$ cat config.mk
export PLATFORM = sky130hd
export DESIGN_NAME = pkt_tx_framer
export DESIGN_NICKNAME = d
export VERILOG_FILES = /design/src/rtl/txf_pkg.sv /design/src/rtl/txf_downcnt.sv /design/src/rtl/txf_crc_order.sv /design/src/rtl/pkt_tx_framer.sv
export SDC_FILE = /design/constraint.sdc
export NUM_CORES = 1
export LEC_CHECK = 0
export BUFFER_PORTS_ARGS = -buffer_cell sky130_fd_sc_hd__buf_2
export CAP_MARGIN = 0
export CELL_PAD_IN_SITES_DETAIL_PLACEMENT = 1
export CELL_PAD_IN_SITES_GLOBAL_PLACEMENT = 1
export CORE_UTILIZATION = 42
export DETAILED_ROUTE_END_ITERATION = 7
export GPL_TIMING_DRIVEN = 1
export HOLD_SLACK_MARGIN = 0.1
export PLACE_DENSITY_LB_ADDON = 0.1
export SYNTH_ARGS = -nofsm -noshare
export SYNTH_HDL_FRONTEND = slang
export SYNTH_SLANG_ARGS = --single-unit
$ cat constraint.sdc
create_clock -name clk -period 2.77 [get_ports clk]
set_input_delay 0.1385 -clock clk [delete_from_list [all_inputs] [get_ports clk]]
set_output_delay 0.1385 -clock clk [all_outputs]
set_load 0.005 [all_outputs]
$ cat src/rtl/txf_pkg.sv
package txf_pkg;
    localparam int BYTE_W = 8;
    localparam int MODE_W = 2;
    localparam int KIND_W = 3;

    localparam logic [MODE_W-1:0] MODE_GFSK = 2'd0;
    localparam logic [MODE_W-1:0] MODE_8DR  = 2'd1;
    localparam logic [MODE_W-1:0] MODE_DDR  = 2'd2;
    localparam logic [MODE_W-1:0] MODE_SDR  = 2'd3;

    typedef enum logic [KIND_W-1:0] {
        K_PRE  = 3'd0,
        K_SOP1 = 3'd1,
        K_SOP2 = 3'd2,
        K_LEN  = 3'd3,
        K_DATA = 3'd4,
        K_CRC  = 3'd5
    } kind_t;

    typedef enum logic [2:0] {
        S_IDLE, S_PRE, S_SOP1, S_SOP2, S_LEN, S_PAY, S_CRC1, S_CRC2
    } state_t;
endpackage

$ cat src/rtl/txf_downcnt.sv
module txf_downcnt #(
    parameter int W = 8
) (
    input  logic         clk,
    input  logic         rst_n,
    input  logic         load,
    input  logic [W-1:0] load_val,
    input  logic         dec,
    output logic         last,
    output logic         zero
);
    logic [W-1:0] cnt_q;

    always_ff @(posedge clk or negedge rst_n) begin
        if (!rst_n)
            cnt_q <= '0;
        else if (load)
            cnt_q <= load_val;
        else if (dec && cnt_q != '0)
            cnt_q <= cnt_q - 1'b1;
    end

    assign last = (cnt_q == W'(1));
    assign zero = (cnt_q == '0);
endmodule

$ cat src/rtl/txf_crc_order.sv
module txf_crc_order #(
    parameter bit MSB_FIRST = 1'b1
) (
    input  logic [2*txf_pkg::BYTE_W-1:0] crc,
    output logic [txf_pkg::BYTE_W-1:0]   first_b,
    output logic [txf_pkg::BYTE_W-1:0]   second_b
);
    localparam int BW = txf_pkg::BYTE_W;

    generate
        if (MSB_FIRST) begin : g_msb
            assign first_b  = crc[2*BW-1:BW];
            assign second_b = crc[BW-1:0];
        end else begin : g_lsb
            assign first_b  = crc[BW-1:0];
            assign second_b = crc[2*BW-1:BW];
        end
    endgenerate
endmodule

$ cat src/rtl/pkt_tx_framer.sv
module pkt_tx_framer
    import txf_pkg::*;
#(
    parameter int PRE_W         = 4,
    parameter bit CRC_MSB_FIRST = 1'b1
) (
    input  logic                clk,
    input  logic                rst_n,
    input  logic                start_i,
    input  logic [PRE_W-1:0]    cfg_pre_cnt_i,
    input  logic [MODE_W-1:0]   cfg_mode_i,
    input  logic                cfg_sop_en_i,
    input  logic                cfg_len_en_i,
    input  logic                cfg_crc_en_i,
    input  logic [BYTE_W-1:0]   cfg_pay_len_i,
    input  logic [BYTE_W-1:0]   pay_data_i,
    input  logic                pay_valid_i,
    output logic                pay_ready_o,
    input  logic [2*BYTE_W-1:0] crc_i,
    output logic                sym_valid_o,
    input  logic                sym_ready_i,
    output logic [KIND_W-1:0]   sym_kind_o,
    output logic [BYTE_W-1:0]   sym_data_o,
    output logic [MODE_W-1:0]   sym_mode_o,
    output logic                done_o
);
    state_t state_q, state_n;

    logic [MODE_W-1:0] mode_q;
    logic              sop_q, len_q, crc_q;
    logic [BYTE_W-1:0] plen_q;
    logic [BYTE_W-1:0] crc2_q;
    logic              done_q;

    logic sop_in, len_in, accept, fire, finish;
    logic pre_last, pre_zero, pay_last, pay_zero;
    logic [BYTE_W-1:0] crc_first, crc_second;

    // Framing is forced in GFSK/8DR, optional in DDR, unavailable in SDR.
    assign sop_in = (cfg_mode_i == MODE_GFSK) || (cfg_mode_i == MODE_8DR) ||
                    ((cfg_mode_i == MODE_DDR) && cfg_sop_en_i);
    assign len_in = sop_in || cfg_len_en_i;
    assign accept = (state_q == S_IDLE) && start_i;
    assign fire   = sym_valid_o && sym_ready_i;
    assign finish = (state_n == S_IDLE) && ((state_q != S_IDLE) || start_i);

    function automatic state_t body_entry(input logic with_len,
                                          input logic has_pay,
                                          input logic with_crc);
        if (with_len)      return S_LEN;
        else if (has_pay)  return S_PAY;
        else if (with_crc) return S_CRC1;
        else               return S_IDLE;
    endfunction

    txf_downcnt #(.W(PRE_W)) u_pre_cnt (
        .clk      (clk),
        .rst_n    (rst_n),
        .load     (accept),
        .load_val (cfg_pre_cnt_i),
        .dec      (fire && (state_q == S_PRE)),
        .last     (pre_last),
        .zero     (pre_zero)
    );

    txf_downcnt #(.W(BYTE_W)) u_pay_cnt (
        .clk      (clk),
        .rst_n    (rst_n),
        .load     (accept),
        .load_val (cfg_pay_len_i),
        .dec      (fire && (state_q == S_PAY)),
        .last     (pay_last),
        .zero     (pay_zero)
    );

    txf_crc_order #(.MSB_FIRST(CRC_MSB_FIRST)) u_crc_order (
        .crc      (crc_i),
        .first_b  (crc_first),
        .second_b (crc_second)
    );

    // Next-state logic
    always_comb begin
        state_n = state_q;
        unique case (state_q)
            S_IDLE: if (start_i) begin
                if (cfg_pre_cnt_i != '0) state_n = S_PRE;
                else if (sop_in)         state_n = S_SOP1;
                else state_n = body_entry(len_in, cfg_pay_len_i != '0, cfg_crc_en_i);
            end
            S_PRE: if (fire && (pre_last || pre_zero)) begin
                if (sop_q) state_n = S_SOP1;
                else       state_n = body_entry(len_q, !pay_zero, crc_q);
            end
            S_SOP1: if (fire) state_n = S_SOP2;
            S_SOP2: if (fire) state_n = body_entry(len_q, !pay_zero, crc_q);
            S_LEN:  if (fire) state_n = body_entry(1'b0, !pay_zero, crc_q);
            S_PAY:  if (fire && (pay_last || pay_zero))
                        state_n = crc_q ? S_CRC1 : S_IDLE;
            S_CRC1: if (fire) state_n = S_CRC2;
            S_CRC2: if (fire) state_n = S_IDLE;
            default: state_n = S_IDLE;
        endcase
    end

    // State and captured configuration
    always_ff @(posedge clk or negedge rst_n) begin
        if (!rst_n) begin
            state_q <= S_IDLE;
            mode_q  <= '0;
            sop_q   <= 1'b0;
            len_q   <= 1'b0;
            crc_q   <= 1'b0;
            plen_q  <= '0;
            crc2_q  <= '0;
            done_q  <= 1'b0;
        end else begin
            state_q <= state_n;
            done_q  <= finish;
            if (accept) begin
                mode_q <= cfg_mode_i;
                sop_q  <= sop_in;
                len_q  <= len_in;
                crc_q  <= cfg_crc_en_i;
                plen_q <= cfg_pay_len_i;
            end
            if (fire && (state_q == S_CRC1))
                crc2_q <= crc_second;
        end
    end

    // Outputs
    always_comb begin
        sym_valid_o = 1'b1;
        sym_kind_o  = K_PRE;
        sym_data_o  = '0;
        pay_ready_o = 1'b0;
        unique case (state_q)
            S_IDLE: sym_valid_o = 1'b0;
            S_PRE:  sym_kind_o  = K_PRE;
            S_SOP1: sym_kind_o  = K_SOP1;
            S_SOP2: sym_kind_o  = K_SOP2;
            S_LEN: begin
                sym_kind_o = K_LEN;
                sym_data_o = plen_q;
            end
            S_PAY: begin
                sym_kind_o  = K_DATA;
                sym_valid_o = pay_valid_i;
                sym_data_o  = pay_data_i;
                pay_ready_o = sym_ready_i;
            end
            S_CRC1: begin
                sym_kind_o = K_CRC;
                sym_data_o = crc_first;
            end
            S_CRC2: begin
                sym_kind_o = K_CRC;
                sym_data_o = crc2_q;
            end
            default: sym_valid_o = 1'b0;
        endcase
    end

    assign sym_mode_o = mode_q;
    assign done_o     = done_q;
endmodule

==> flow_metrics.env <==
export IMPL_io_pins=62
export IMPL_reg2reg_slack_ns=0.68
export IMPL_grtUsageTotal_pct=25.5
export IMPL_clkTransAtPathRegs_ns=0.07
export IMPL_grt_max_degree=38
export IMPL_cts_htree_levels=2
export IMPL_cts_tree="done"
export IMPL_r2r_start="state_q[2]$_DFF_PN0_"
export IMPL_ys_warnings_count=0
export IMPL_cp_max_fo=15
export IMPL_drt_initial_drc_count=152
export IMPL_wl_um=6600
export IMPL_synth_seq_cells=37
export IMPL_slew_headroom_pct=44.6
export IMPL_wire_per_inst_um=17.0
export IMPL_gp_congestion=0.838
export IMPL_numCtsBuffers=5
export IMPL_yosysTopAreaCell="dfrtp_1"
export IMPL_p_sw_w=0.00105
export IMPL_hold_depth=3
export IMPL_hold_class="input pin to register"
export IMPL_dr_pass1_iters=4
export IMPL_grt_pass1_wl_um=10700
export IMPL_ant_nets=0
export IMPL_reg2reg_to="done_o$_DFF_PN0_"
export IMPL_rr_worst_depth=6
export IMPL_worstSetupPathType="register to register"
export IMPL_fillers=616
export IMPL_worst_pin_slew_ns=0.830
export IMPL_insertedDiodeCount=0
export IMPL_fmax_mhz=478
export IMPL_hold_viol=0
export IMPL_ys_seq_area_share_pct=40.5
export IMPL_p_sw_share_pct=40.5
export IMPL_netlist_top_cells_area="dfrtp_1 (41%), mux4_2 (7.9%), nand2_1 (7.9%)"
export IMPL_nets=369
export IMPL_end_kind="register"
export IMPL_die_x_um=75.7
export IMPL_start_util_pct=44.1
export IMPL_dieArea_mm2=0.00574
export IMPL_multiInputGateArea_mm2=0.00129
export IMPL_yosys_area_top_type_share_pct=40.5
export IMPL_grt_pass1_vias=2270
export IMPL_regArea_um2=926
export IMPL_postSynthAreaPerCell_um2=9.51
export IMPL_status="completed"
export IMPL_clk_path_buf_depth=2
export IMPL_pwr_share_seq_pct=39.1
export IMPL_clk_latency_ns=0.28
export IMPL_synthCells=240
export IMPL_syn_nets=292
export IMPL_cts_root_buf="clkbuf_8"
export IMPL_rsz0062_at_grt="no"
export IMPL_min_period_ns=2.09
export IMPL_ys_types=46
export IMPL_power_leakage_nw=1.37
export IMPL_fin_area_mm2=0.00292
export IMPL_critPathRequiredTime_ns=2.92
export IMPL_cts_repair_resized=0
export IMPL_grt_overflow_total=0
export IMPL_antenna_found_initial=0
export IMPL_whs_endpoint="plen_q[4]$_DFFE_PN0P_"
export IMPL_die_h_um=75.7
export IMPL_synth_edf_count=0
export IMPL_rows=26
export IMPL_clock_sinks=37
export IMPL_internal_power_w=0.00154
export IMPL_drive_gt1_share_pct=30.3
export IMPL_via_per_inst=5.45
export IMPL_fin_tns_setup_ns=0
export IMPL_finalCritPeriodShare_pct=75.5
export IMPL_hp_start="cfg_pay_len_i[4]"
export IMPL_combPwrFrac_pct=46.4
export IMPL_setup_viol=0
export IMPL_critPathLaunchType="register"
export IMPL_synth_common_cells="nand2_1 (48), dfrtp_1 (37), o21ai_0 (20)"
export IMPL_irDropWorstVdd_mv=0.396
export IMPL_final_max_slew_viol_count=0
export IMPL_place_area_mm2=0.00267
export IMPL_core_area_mm2=0.00517
export IMPL_synthArstFlopShare_pct=100
export IMPL_place_port_buffers=61
export IMPL_p_per_area_mw_per_mm2=887
export IMPL_post_route_drc_count=0
export IMPL_synth_most_common_cell="nand2_1"
export IMPL_syn_to_final_growth_pct=27.7
export IMPL_ys_flop_type="dfrtp_1"
export IMPL_netlist_area_mm2=0.00228
export IMPL_dp_hpwl_um=4830
export IMPL_maxCapViolations=0
export IMPL_vias=2111
export IMPL_fin_worst_skew_ns=0.00546
export IMPL_worstPathArrival_ns=2.24
export IMPL_clkPwrFrac_pct=14.5
==> area by class of cell <==
cell class	instances	area share, %
multi-input cells	184	44.1
flip-flops and latches	37	31.7
repair buffers	82	17.2
well taps	70	3.00
clock buffers	7	2.96
inverters	7	0.901
==> sequential cells by signal, indices dropped and copies added (netlist names) <==
register         count
crc2_q               8
plen_q               8
u_pay_cnt.cnt_q      8
u_pre_cnt.cnt_q      4
state_q              3
sym_mode_o           2
crc_q                1
done_o               1
len_q                1
sop_q                1
==> through the flow <==
step / hold WS [ns] / worst slack, ns / power (W) / std cells / util (%)
6_report: 0.106 / 0.680 / 0.00259 / 387 / 56.4
5_1_grt: 0.129 / 0.450 / 0.00283 / 387 / 56.4
4_1_cts: 0.109 / 0.702 / 0.00261 / 387 / 56.4
3_5_place_dp: 0.285 / 0.722 / 0.00221 / 364 / 51.6
3_3_place_gp: 0.285 / 0.775 / 0.00216 / 364 / 51.6
2_1_floorplan: -0.157 / 0.918 / 0.00180 / 240 / -
==> cell usage in the layout (no fill, tap or decap), types with 2 or more instances in the layout <==
master,netlist,final
xor2_1,5,5
and2_1,8,8
a22oi_1,2,2
clkbuf_8,0,6
mux4_2,8,8
nor3_1,5,5
o311ai_0,2,2
dfrtp_1,37,37
dlygate4sd3_1,0,16
nor4_1,4,4
a22o_1,2,2
nor3b_1,2,2
a21o_1,2,2
xnor2_1,5,5
nand3_1,7,7
a21oi_1,4,4
o21ai_0,20,20
o21a_1,2,2
nor2b_1,2,2
nor2_1,17,17
buf_2,4,61
mux2_2,9,9
ha_1,6,6
a31oi_1,3,3
inv_1,7,7
nand2_1,48,48
buf_4,0,5
==> timing repair <==
item | in CTS | in global routing
hold endpoints to repair | 53 | 0
endpoints found under the setup margin | 0 | 0
hold buffers | 16 | 0
setup buffers | 0 | 0
==> logic make-up (layout without fill, tap and decap cells) <==
logic type	after synthesis	count (layout)	synth area share, %
AO/OA/AOI/OAI	45	45	13.2
XOR/XNOR	10	10	3.84
adder cells (fa/ha/maj)	6	6	3.29
buffers and inverters	19	96	3.34
flip-flops	37	37	40.5
multiplexers	17	17	12.3
AND/OR/NAND/NOR	106	106	23.5
==> power by group through the flow <==
stage               combinational (W)  clock (W)  sequential (W)
CTS                           0.00122   0.000385         0.00101
finish                        0.00120   0.000376         0.00101
detailed placement            0.00119          0         0.00102
floorplan                    0.000876          0        0.000925
global route                  0.00138   0.000408         0.00104
global placement              0.00116          0         0.00100
==> worst max path at each step <==
stage                                   start                        endpoint  slack (ns)
2_1_floorplan  u_pay_cnt.cnt_q[2]$_DFFE_PN0P_  u_pay_cnt.cnt_q[5]$_DFFE_PN0P_        0.92
3_3_place_gp             state_q[2]$_DFF_PN0_                done_o$_DFF_PN0_        0.78
3_5_place_dp             state_q[2]$_DFF_PN0_                done_o$_DFF_PN0_        0.72
4_1_cts        u_pay_cnt.cnt_q[2]$_DFFE_PN0P_                done_o$_DFF_PN0_        0.70
5_1_grt                      cfg_pay_len_i[5]                done_o$_DFF_PN0_        0.45
6_report                 state_q[2]$_DFF_PN0_                done_o$_DFF_PN0_        0.68
==> worst max-delay path: stages, from the launching register on <==
cell	delay (ns)
dfrtp_1	0.55
or4b_2	0.72
nor2_1	0.19
o311ai_0	0.15
o21ai_1	0.11
a311o_1	0.17
nor4_2	0.06
==> metal layers <==
| metal | global-route usage (%) | vias up | wire (um) |
|---|---|---|---|
| li1 | - | 1009 | - |
| met1 | 32.3 | 1040 | 2750 |
| met2 | 44.8 | 54 | 3480 |
| met3 | 4.50 | 8 | 289 |
| met4 | 7.20 | 0 | 77 |
| met5 | 0 | - | 0 |
No activity file was read; power rests on OpenSTA's default activity.
